<file path="src/rtl/cfg_seq_pkg.sv">
package cfg_seq_pkg;
    typedef enum logic [2:0] {
        ST_IDLE      = 3'd0,
        ST_PULSE     = 3'd1,
        ST_WAIT_DONE = 3'd2,
        ST_RUN_SDRAM = 3'd3,
        ST_RUN_FLASH = 3'd4,
        ST_FAIL      = 3'd5
    } seq_state_t;
endpackage

</file>
<file path="src/rtl/cfg_done_sync.sv">
module cfg_done_sync (
    input  logic clk,
    input  logic rst_n,
    input  logic done_async,
    output logic done_rise
);
    // Idle level of a pulled-up line is high, so start all stages at 1.
    logic s1_q, s2_q, s3_q;

    always_ff @(posedge clk or negedge rst_n) begin
        if (!rst_n) begin
            s1_q <= 1'b1;
            s2_q <= 1'b1;
            s3_q <= 1'b1;
        end else begin
            s1_q <= done_async;
            s2_q <= s1_q;
            s3_q <= s2_q;
        end
    end

    assign done_rise = s2_q & ~s3_q;
endmodule

</file>
<file path="src/rtl/cfg_seq_timer.sv">
module cfg_seq_timer #(
    parameter int W = 8
) (
    input  logic         clk,
    input  logic         rst_n,
    input  logic         clear,
    output logic [W-1:0] count
);
    always_ff @(posedge clk or negedge rst_n) begin
        if (!rst_n) begin
            count <= '0;
        end else if (clear) begin
            count <= '0;
        end else if (count != {W{1'b1}}) begin
            count <= count + 1'b1;
        end
    end
endmodule

</file>
<file path="src/rtl/cfg_powerup_seq.sv">
module cfg_powerup_seq
    import cfg_seq_pkg::*;
#(
    parameter int PULSE_LEN = 16,
    parameter int TMO_W     = 21
) (
    input  logic             clk,
    input  logic             rst_n,
    input  logic             reset_req,
    input  logic             done_i,
    input  logic             flash_keep,
    input  logic [TMO_W-1:0] timeout_cycles,
    output logic             prog_n,
    output logic             fdis_oe,
    output logic             fdis_level,
    output logic             cfg_busy,
    output logic             cfg_fail,
    output logic             flash_mode
);
    localparam int PW    = $clog2(PULSE_LEN + 1);
    localparam int CNT_W = ((TMO_W > PW) ? TMO_W : PW) + 1;
    localparam int CMP_W = CNT_W + 1;
    localparam logic [CNT_W-1:0] PULSE_LAST = CNT_W'(PULSE_LEN - 1);

    seq_state_t       state_q, state_d;
    logic             rise;
    logic [CNT_W-1:0] cnt;
    logic             tmo_hit;

    cfg_done_sync u_sync (
        .clk        (clk),
        .rst_n      (rst_n),
        .done_async (done_i),
        .done_rise  (rise)
    );

    cfg_seq_timer #(.W(CNT_W)) u_timer (
        .clk   (clk),
        .rst_n (rst_n),
        .clear (state_d != state_q),
        .count (cnt)
    );

    assign tmo_hit = ({1'b0, cnt} + CMP_W'(1)) >= CMP_W'(timeout_cycles);

    // Next-state logic
    always_comb begin
        state_d = state_q;
        if (reset_req) begin
            state_d = ST_IDLE;
        end else begin
            unique case (state_q)
                ST_IDLE:      state_d = ST_PULSE;
                ST_PULSE:     if (cnt == PULSE_LAST) state_d = ST_WAIT_DONE;
                ST_WAIT_DONE: begin
                    if (rise)         state_d = flash_keep ? ST_RUN_FLASH : ST_RUN_SDRAM;
                    else if (tmo_hit) state_d = ST_FAIL;
                end
                ST_RUN_SDRAM: state_d = ST_RUN_SDRAM;
                ST_RUN_FLASH: state_d = ST_RUN_FLASH;
                ST_FAIL:      state_d = ST_FAIL;
                default:      state_d = ST_IDLE;
            endcase
        end
    end

    // State register
    always_ff @(posedge clk or negedge rst_n) begin
        if (!rst_n) state_q <= ST_IDLE;
        else        state_q <= state_d;
    end

    // Output decode
    always_comb begin
        prog_n     = 1'b1;
        fdis_oe    = 1'b0;
        fdis_level = 1'b0;
        cfg_busy   = 1'b0;
        cfg_fail   = 1'b0;
        flash_mode = 1'b0;
        unique case (state_q)
            ST_IDLE:      cfg_busy = 1'b1;
            ST_PULSE:     begin cfg_busy = 1'b1; prog_n = 1'b0; end
            ST_WAIT_DONE: cfg_busy = 1'b1;
            ST_RUN_SDRAM: begin fdis_oe = 1'b1; fdis_level = 1'b1; end
            ST_RUN_FLASH: flash_mode = 1'b1;
            ST_FAIL:      begin prog_n = 1'b0; cfg_fail = 1'b1; end
            default:      cfg_busy = 1'b1;
        endcase
    end

    // Assertions
    p_idle_to_pulse_r2: assert property (@(posedge clk) disable iff (!rst_n)
        (state_q == ST_IDLE && !reset_req) |=> (state_q == ST_PULSE));

    p_pulse_bound_r3: assert property (@(posedge clk) disable iff (!rst_n)
        (state_q == ST_PULSE) |-> (cnt <= PULSE_LAST));

    p_rise_exits_r4: assert property (@(posedge clk) disable iff (!rst_n)
        (state_q == ST_WAIT_DONE && rise && !reset_req)
        |=> (state_q == ST_RUN_SDRAM || state_q == ST_RUN_FLASH));

    p_sdram_drive_r5: assert property (@(posedge clk) disable iff (!rst_n)
        (state_q == ST_RUN_SDRAM) |-> (fdis_oe && fdis_level && prog_n));

    p_flash_release_r6: assert property (@(posedge clk) disable iff (!rst_n)
        (state_q == ST_RUN_FLASH && !reset_req) |=> (!fdis_oe && flash_mode));

    p_fail_sticky_r7: assert property (@(posedge clk) disable iff (!rst_n)
        (cfg_fail && !reset_req) |=> (cfg_fail && !prog_n));

    p_run_stable_r9: assert property (@(posedge clk) disable iff (!rst_n)
        (state_q == ST_RUN_SDRAM && !reset_req) |=> $stable(fdis_oe));
endmodule

</file>
<file path="config.mk">
export PLATFORM = sky130hd
export DESIGN_NAME = cfg_powerup_seq
export DESIGN_NICKNAME = d
export VERILOG_FILES = /design/src/rtl/cfg_seq_pkg.sv /design/src/rtl/cfg_done_sync.sv /design/src/rtl/cfg_seq_timer.sv /design/src/rtl/cfg_powerup_seq.sv
export SDC_FILE = /design/constraint.sdc
export NUM_CORES = 1
export LEC_CHECK = 0
export CORE_ASPECT_RATIO = 0.9
export CORE_UTILIZATION = 25
export CTS_BUF_LIST = sky130_fd_sc_hd__clkbuf_8
export CTS_CLUSTER_SIZE = 16
export DETAILED_ROUTE_END_ITERATION = 8
export PLACE_DENSITY = 0.41
export SLEW_MARGIN = 10
export SYNTH_ARGS = -nofsm -noshare
export SYNTH_HDL_FRONTEND = slang
export SYNTH_SLANG_ARGS = --single-unit
</file>
<file path="constraint.sdc">
create_clock -name clk -period 3 [get_ports clk]
set_clock_uncertainty 0.05 [all_clocks]
set_input_delay 0.9 -clock clk [delete_from_list [all_inputs] [get_ports clk]]
set_output_delay 0.9 -clock clk [all_outputs]
set_load 0.02 [all_outputs]
</file>
==> impl_metrics.ini, run 1 <==
[clocking]
clock-sinks = 28
cts_tree = yes
insertion_delay_ns = 0.29
cts.htree.levels = 1
clk_pin_slew_ns = 0.11
ctsHoldBuffers = 0
cts_root_buf = clkbuf_8
cts_buffer_depth = 2
numCtsBuffers = 3

[yosys]
synth_ff_type = dfrtp_1
synth_area_leader_cell = dfrtp_1
ys_ff_latch = 28
synthesis.nets = 308
synth_mux_area_frac = 0.00967
synth-compound-area-share = 0.131
ys_seq_area_frac = 0.302
synth_area_per_cell_sq_um = 8.96
netlist.area_leader.share = 0.269
yosys.area_share.adder = 0.118
async_reset_ff_frac = 1.00
synthSimpleGateAreaFrac = 0.294
synth_common_cells = 25 x dfrtp_1, 25 x inv_1, 22 x ha_1, 21 x o21ai_0, 20 x nor3_2
synth_edf_count = 0
yosys-top-cells-area = dfrtp_1 27%, ha_1 12%, nor3_2 8.6%, o21ai_0 4.5%, xor2_1 4.1%
yosys_warnings = 0
synth_xor_area_frac = 0.0752
ys_types = 48
synth_top_family_by_area = simple AND/OR/NAND/NOR gates
synth_area_sq_um = 2330
syn_inst = 260

[die]
core_sq_um = 9080
start_util = 0.256
die-area_sq_um = 9710
io_pins = 32
dieHeight_um = 93.6
placementRows = 33
fp.dieW_um = 104

[worst_setup_path]
critical_path_class = reg2reg
start_kind = register
crit_fanout = 5
r2r_slack_ns = -0.27
cp.required_ns = 3.14
end_kind = register
crit_arrival_ns = 3.40

[detailed_routing]
wl_per_cell_um = 15.1
firstDrtPassIters = 4
vias = 2228
drt-initial-drc-count = 79
postRouteAntennaNets = 0
routed_wl_um = 7210
drc = 0
vias_per_cell = 4.67

[global_route]
groute.layer.met2.usage = 0.259
grt_busiest_layer = met2
grt_pass1_wl_um = 11500
overflow = 0
first_global_vias = 2269
grt_max_degree = 29
grt_usage = 0.150
antenna_found_initial = 0
grtUsageMet3 = 0.0237
grt_use_met1 = 0.202

[timing]
setup_viol_count_final = 25
setup_slack_ns = -0.265
final.setup.tns_ns = -5.76
rsz0062_at_grt = true
max-slew-margin-rel = 0.728
hold-worst-slack_ns = 0.311
hold_violations = 0
finalCritPeriodShare = 1.09
drv_slew = 0
fmax_ghz = 0.306
final.min_clock_period_ns = 3.27
max_slew.worst_pin.slew_ns = 0.407

[final_layout]
diodes = 0
fin_area_sq_um = 3680
final_nets = 404
area_growth_pct = 58.1
layout.cells.non_filler = 477
fill_cells = 923
drive_gt1_frac = 0.386

[hold_path]
hold_path_class = reg2reg

[placement]
hpwl_um = 4930
place.gp.congestion = 0.770
dp_cells = 447
io_buffers = 31
placed_area_sq_um = 3110

[power_and_ir_drop]
ir_drop_mv = 0.137
power.density_nw_per_um2 = 235
leakagePower_nw = 1.86

[run_status]
violations = negative setup slack
outcome = finished, violations left

[run]
maxCapViolCount = 0
## registers in the layout, summed over array words and instances (netlist names)
name           cells
u_timer.count     22
state_q            3
u_sync.s1_q        1
u_sync.s2_q        1
u_sync.s3_q        1
## through the flow
| stage | setup slack (ns) | total power [mW] | util |
|---|---|---|---|
| 2_1_floorplan | -0.00143 | 0.457 | - |
| 3_3_place_gp | -0.275 | 0.535 | 0.342 |
| 3_5_place_dp | -0.214 | 0.536 | 0.342 |
| 4_1_cts | -0.114 | 0.858 | 0.367 |
| 5_1_grt | -0.442 | 0.908 | 0.406 |
| 6_report | -0.265 | 0.866 | 0.406 |
## per-layer routing
layer / up-vias / routed length, um
met2: 38 / 3330
met1: 1065 / 3570
met4: 0 / 91
met3: 6 / 217
met5: - / 0
li1: 1119 / -
## power by group
group | switching, mW | internal (mW) | total [mW]
combinational | 0.0701 | 0.0886 | 0.159
clock | 0.137 | 0.179 | 0.316
sequential | 0.00509 | 0.386 | 0.391
total | 0.212 | 0.653 | 0.866
## cells by family after synthesis
logic type               Yosys count
AND/OR/NAND/NOR                  104
AO/OA/AOI/OAI                     49
buffers and inverters             35
flip-flops                        28
adder cells (fa/ha/maj)           22
XOR/XNOR                          20
multiplexers                       2
## timing repair
action | in CTS | in global routing
resized for setup | 9 | 36
buffers inserted | 12 | 11
endpoints found under the hold margin | 0 | 0
setup endpoints to repair | 25 | 25
cloned | 1 | 2
pin swaps | 7 | 23
## critical path, stage by stage, from the launching register on
cell	delay, ns
dfrtp_1	0.39
nand4_1	0.10
buf_4	0.17
or4_4	0.56
nor2_4	0.14
xor2_2	0.10
ha_4	0.29
nand4_1	0.15
buf_4	0.18
nor4_4	0.29
o211ai_1	0.16
a21boi_2	0.23
buf_6	0.16
clkbuf_16	0.15
nor3_2	0.04
## worst paths after layout
| kind | startpoint | cells past startpoint | endpoint |
|---|---|---|---|
| setup / recovery | u_timer.count[8]$_DFFE_PN0P_ | 14 | u_timer.count[11]$_DFFE_PN0P_ |
| hold / removal | u_sync.s1_q$_DFF_PN1_ | 0 | u_sync.s2_q$_DFF_PN1_ |
| setup reg to reg | u_timer.count[8]$_DFFE_PN0P_ | 14 | u_timer.count[11]$_DFFE_PN0P_ |
| hold reg to reg | u_sync.s1_q$_DFF_PN1_ | 0 | u_sync.s2_q$_DFF_PN1_ |
| max in group asynchronous | rst_n | 2 | u_sync.s1_q$_DFF_PN1_ |
| min in group asynchronous | rst_n | 2 | u_timer.count[14]$_DFFE_PN0P_ |
## area by class of cell
class,count,area [sq um],share of cell area
Clock buffer,3,41.3,0.0112
Clock inverter,1,30.0,0.00815
Inverter,25,93.8,0.0255
Multi-Input combinational cell,197,1710,0.465
Sequential cell,28,704,0.191
Tap cell,122,153,0.0414
Timing Repair Buffer,101,947,0.257
## placed cells by master (no fill, tap or decap), drive strengths merged, types with 2 or more instances in the layout
cell            n
clkdlybuf4s50  31
nor3           25
o211ai          2
dfrtp          25
xnor2           9
mux2            2
buf            68
nor2b           2
nor4            8
dfstp           3
and3            6
nand2b          3
a21oi          10
nand3          14
xor2           11
inv            25
o21a            2
or4             2
ha             22
o21ai          22
nand4           9
nand2          13
nor2           17
o31ai           3
clkbuf          5
Note: power is estimated with default switching activity, not from simulation.
==> inputs of run 2 (changes only) <==
--- a/config.mk
+++ b/config.mk
@@ -15,3 +15,4 @@
 export SYNTH_ARGS = -nofsm -noshare
 export SYNTH_HDL_FRONTEND = slang
 export SYNTH_SLANG_ARGS = --single-unit
+export TNS_END_PERCENT = 50
==> impl_metrics.ini, run 2 (synthesis results as in run 1) <==
[final_layout]
mostFrequentLayoutCells = 48 x buf_4, 31 x clkdlybuf4s50_1, 25 x inv_1, 25 x dfrtp_1, 22 x ha_1
fill_cells = 925
final_common_cell = buf_4
drive_gt1_frac = 0.308
fin_area_sq_um = 3380
top_regs = u_timer.count: 22 flops, state_q: 3 flops
diodes = 0
top_register = u_timer.count
utilization = 0.372
final_nets = 387
largest_reg_flops = 22
area_growth_pct = 45.2
layout.area.seq_sq_um = 704
multi_input_area_sq_um = 1590

[timing]
rsz0062_at_grt = true
final.min_clock_period_ns = 3.10
setup_viol_count_final = 25
max_slew.worst_pin.slew_ns = 0.413
finalCritPeriodShare = 1.03
fmax_ghz = 0.322
setup_slack_ns = -0.103
hold_violations = 0
drv_slew = 0
max-slew-margin-rel = 0.722
hold-worst-slack_ns = 0.314

[detailed_routing]
routed_wl_um = 6640
vias_per_cell = 4.57
drc = 0
vias = 2102
firstDrtPassIters = 4
drt-initial-drc-count = 57
wl_per_cell_um = 14.4
postRouteAntennaNets = 0

[worst_setup_path]
cpPeakStageDelay_ns = 0.37
cp_common_cell = nand4_1
start_kind = register
slowest_stage = dfrtp_1
crit_arrival_ns = 3.26
cp.required_ns = 3.16
end_kind = register
crit_fanout = 11
critical_path_class = reg2reg
path_cells = nand4_1 > buf_4 > nor4_4 > nand4_1 > xnor2_1 > ha_1 > nand4_1 > buf_6 > o221ai_4 > a221oi_2 > o211a_1 > nor2_4 > buf_12 > nor3_2

[hold_path]
hold_path_class = reg2reg

[power_and_ir_drop]
power.density_nw_per_um2 = 248
p_total_mw = 0.838
ir_drop_mv = 0.141
leakagePower_nw = 1.69

[global_route]
overflow = 0
grt_usage = 0.147
first_global_vias = 2229
grt_max_degree = 29
grt_pass1_wl_um = 11100
antenna_found_initial = 0

[placement]
io_buffers = 31
placed_area_sq_um = 3070
place.gp.congestion = 0.791
hpwl_um = 4940

[clocking]
insertion_delay_ns = 0.28
cts_tree = yes
cts_buffer_depth = 2
clock-sinks = 28
cts_root_buf = clkbuf_8
clk_pin_slew_ns = 0.11
ctsHoldBuffers = 0
numCtsBuffers = 3
cts.htree.levels = 1

[die]
io_pins = 32
fp.dieW_um = 104
placementRows = 33
start_util = 0.256
core_sq_um = 9080
die-area_sq_um = 9710
dieHeight_um = 93.6

[run_status]
violations = negative setup slack
outcome = finished, violations left

[run]
maxCapViolCount = 0
run 2: changes by cell type in the layout (fill, tap and decap cells not counted), moves of 3 or more:
cell	before	now
buf_4	59	48
xor2_1	6	10
buf_6	5	1
xnor2_2	3	0
xnor2_1	6	9
xor2_2	5	1
run 2: worst paths after layout:
kind | start | end | slack (ns) | depth (start not counted)
setup / recovery | u_timer.count[9]$_DFFE_PN0P_ | u_timer.count[10]$_DFFE_PN0P_ | -0.10 | 14
hold / removal | u_sync.s1_q$_DFF_PN1_ | u_sync.s2_q$_DFF_PN1_ | 0.31 | 0
setup reg to reg | u_timer.count[9]$_DFFE_PN0P_ | u_timer.count[10]$_DFFE_PN0P_ | -0.10 | 14
hold reg to reg | u_sync.s1_q$_DFF_PN1_ | u_sync.s2_q$_DFF_PN1_ | 0.31 | 0
max in group asynchronous | rst_n | u_sync.s2_q$_DFF_PN1_ | 1.62 | 2
min in group asynchronous | rst_n | u_timer.count[13]$_DFFE_PN0P_ | 0.96 | 2
run 2: worst max-delay path: cells and delay by family (launching register included):
kind,cells,cell delay [ns]
fa+ha+maj,1,0.28
simple gates,6,1.05
compound gates,3,0.56
buf+inv,3,0.49
flops,1,0.37
xor+xnor,1,0.22
run 2: where the power goes:
part | total (mW) | internal (mW) | switching, mW
clock network | 0.309 | 0.179 | 0.130
registers | 0.391 | 0.385 | 0.00582
logic | 0.138 | 0.0742 | 0.0635
run 2: timing repair:
item                       4_1_cts  5_1_grt
cloned                           1        0
buffers inserted                 7        5
setup endpoints to repair       25       25
hold endpoints to repair         0        0
pin swaps                       10        2
gates resized for setup         14        7
run 2: area by class of cell:
| class | count | area share |
|---|---|---|
| Tap cell | 122 | 0.0451 |
| Timing Repair Buffer | 84 | 0.227 |
| Clock buffer | 3 | 0.0122 |
| Multi-Input combinational cell | 197 | 0.470 |
| Sequential cell | 28 | 0.208 |
| Inverter | 25 | 0.0277 |
| Clock inverter | 1 | 0.00888 |
run 2: routing by layer:
| layer | wire (um) | GRT usage |
|---|---|---|
| met5 | 0 | 0 |
| met4 | 57 | 0.0310 |
| met3 | 128 | 0.0209 |
| met2 | 3130 | 0.258 |
| met1 | 3320 | 0.194 |
run 2: through the flow:
stage / instances / setup slack [ns] / setup TNS [ns]
after floorplan: 260 / -0.0182 / -0.313
after global placement: 443 / -0.442 / -10.26
after detailed placement: 443 / -0.443 / -10.36
after CTS: 455 / -0.138 / -2.62
after global routing: 460 / -0.278 / -6.29
final: 460 / -0.103 / -1.91
==> inputs of run 3 (changes only) <==
--- a/config.mk
+++ b/config.mk
@@ -5,12 +5,13 @@
 export SDC_FILE = /design/constraint.sdc
 export NUM_CORES = 1
 export LEC_CHECK = 0
+export CAP_MARGIN = 20
 export CORE_ASPECT_RATIO = 0.9
-export CORE_UTILIZATION = 25
+export CORE_UTILIZATION = 52
 export CTS_BUF_LIST = sky130_fd_sc_hd__clkbuf_8
 export CTS_CLUSTER_SIZE = 16
 export DETAILED_ROUTE_END_ITERATION = 8
-export PLACE_DENSITY = 0.41
+export PLACE_DENSITY = 0.76
 export SLEW_MARGIN = 10
 export SYNTH_ARGS = -nofsm -noshare
 export SYNTH_HDL_FRONTEND = slang
==> impl_metrics.ini, run 3 (synthesis results as in run 1) <==
[detailed_routing]
wl_per_cell_um = 15.2
postRouteAntennaNets = 0
firstDrtPassIters = 4
drt-initial-drc-count = 201
vias = 2243
routed_wl_um = 6110
vias_per_cell = 5.57
drc = 0

[hold_path]
hold_path_class = reg2reg

[placement]
io_buffers = 31
dp_cells = 387
dp_slack_ns = -0.181
place.gp.congestion = 0.853
hpwl_um = 4330

[run_status]
outcome = finished, violations left
violations = negative setup slack

[worst_setup_path]
crit_arrival_ns = 3.24
slowest_stage = dfrtp_1
cp.required_ns = 3.11
start_kind = register
cpPeakStageDelay_ns = 0.41
path_cells = nand4_1 > buf_6 > nor4_4 > nand3_1 > xnor2_2 > ha_1 > nand4_1 > buf_4 > nor4_4 > buf_4 > o211ai_1 > a21boi_2 > buf_6 > nor3_2
r2r_slack_ns = -0.13
cp_top_family = simple AND/OR/NAND/NOR gates
critical_path_class = reg2reg
critPathBufInv = 4
crit_fanout = 8
end_kind = register

[die]
fp.dieW_um = 72.6
io_pins = 32
start_util = 0.557
placementRows = 22
die-area_sq_um = 4750
dieHeight_um = 65.5
core_sq_um = 4180

[final_layout]
final_common_cell = buf_4
top_regs = u_timer.count: 22 flops, state_q: 3 flops
final_nets = 392
drive_gt1_frac = 0.329
area_growth_pct = 43.9
largest_reg_flops = 22
diodes = 0
top_register = u_timer.count
layout.cells.non_filler = 403
mostFrequentLayoutCells = 50 x buf_4, 31 x clkdlybuf4s50_1, 26 x inv_1

[timing]
drv_slew = 0
rsz0062_at_grt = true
setup_viol_count_final = 25
final.min_clock_period_ns = 3.13
setup_slack_ns = -0.133
max_slew.worst_pin.slew_ns = 0.479
hold-worst-slack_ns = 0.311
finalCritPeriodShare = 1.04
hold_violations = 0
max-slew-margin-rel = 0.678
fmax_ghz = 0.319

[clocking]
cts.htree.levels = 1
numCtsBuffers = 3
cts_tree = yes
clock-sinks = 28
ctsHoldBuffers = 0
cts_buffer_depth = 2
cts_root_buf = clkbuf_8
clk_pin_slew_ns = 0.09
insertion_delay_ns = 0.27

[power_and_ir_drop]
leakagePower_nw = 1.74
power.density_nw_per_um2 = 217
ir_drop_mv = 0.192

[global_route]
overflow = 0
antenna_found_initial = 0
grt_max_degree = 29
grt_pass1_wl_um = 9850
first_global_vias = 2189
grt_usage = 0.271

[run]
maxCapViolCount = 0
## run 3: path summary, 6_finish.rpt
check | from | to | depth (start not counted)
setup / recovery | u_timer.count[0]$_DFFE_PN0P_ | u_timer.count[14]$_DFFE_PN0P_ | 14
hold / removal | u_sync.s1_q$_DFF_PN1_ | u_sync.s2_q$_DFF_PN1_ | 0
setup reg to reg | u_timer.count[0]$_DFFE_PN0P_ | u_timer.count[14]$_DFFE_PN0P_ | 14
hold reg to reg | u_sync.s1_q$_DFF_PN1_ | u_sync.s2_q$_DFF_PN1_ | 0
max in group asynchronous | rst_n | u_sync.s3_q$_DFF_PN1_ | 2
min in group asynchronous | rst_n | u_timer.count[6]$_DFFE_PN0P_ | 2
## run 3: per-layer routing
metal	share of wire	up-vias	track usage
met5	0	-	0
met2	0.49	85	0.480
li1	-	1099	-
met3	0.059	13	0.0307
met4	0.024	0	0.100
met1	0.42	1046	0.340
## run 3: through the flow
stage / instance area (sq um) / utilization / TNS, ns / total power [mW]
after floorplan: 2340 / - / -0.313 / 0.457
after global placement: 3020 / 0.723 / -1.39 / 0.520
after detailed placement: 3020 / 0.723 / -4.09 / 0.525
after CTS: 3330 / 0.795 / -0.528 / 0.729
after global routing: 3350 / 0.801 / -6.61 / 0.759
final: 3350 / 0.801 / -2.71 / 0.728
## run 3: timing repair
| action | CTS | global route |
|---|---|---|
| cloned | 0 | 0 |
| buffers inserted | 12 | 0 |
| resized for setup | 27 | 5 |
| pin swaps | 22 | 12 |
| endpoints found under the setup margin | 25 | 25 |
## run 3: final cells by class
cell class                      count  area (sq um)
Fill cell                         274           831
Multi-Input combinational cell    197          1640
Timing Repair Buffer               89           793
Clock buffer                        3          41.3
Inverter                           25          93.8
Tap cell                           60          75.1
Sequential cell                    28           704
Clock inverter                      1          3.75
## run 3: worst register-to-register path: cells and delay by family, from the launching register on
family	cells	cell delay [ns]
adder cells (fa/ha/maj)	1	0.29
buffers and inverters	4	0.74
AO/OA/AOI/OAI	2	0.34
flip-flops	1	0.41
AND/OR/NAND/NOR	6	1.02
XOR/XNOR	1	0.18
## run 3: report_power, final
part | switching [mW] | leakage, nW | internal [mW]
logic | 0.0609 | 1.34 | 0.0711
clock network | 0.112 | 0.0269 | 0.0917
registers | 0.00678 | 0.377 | 0.385
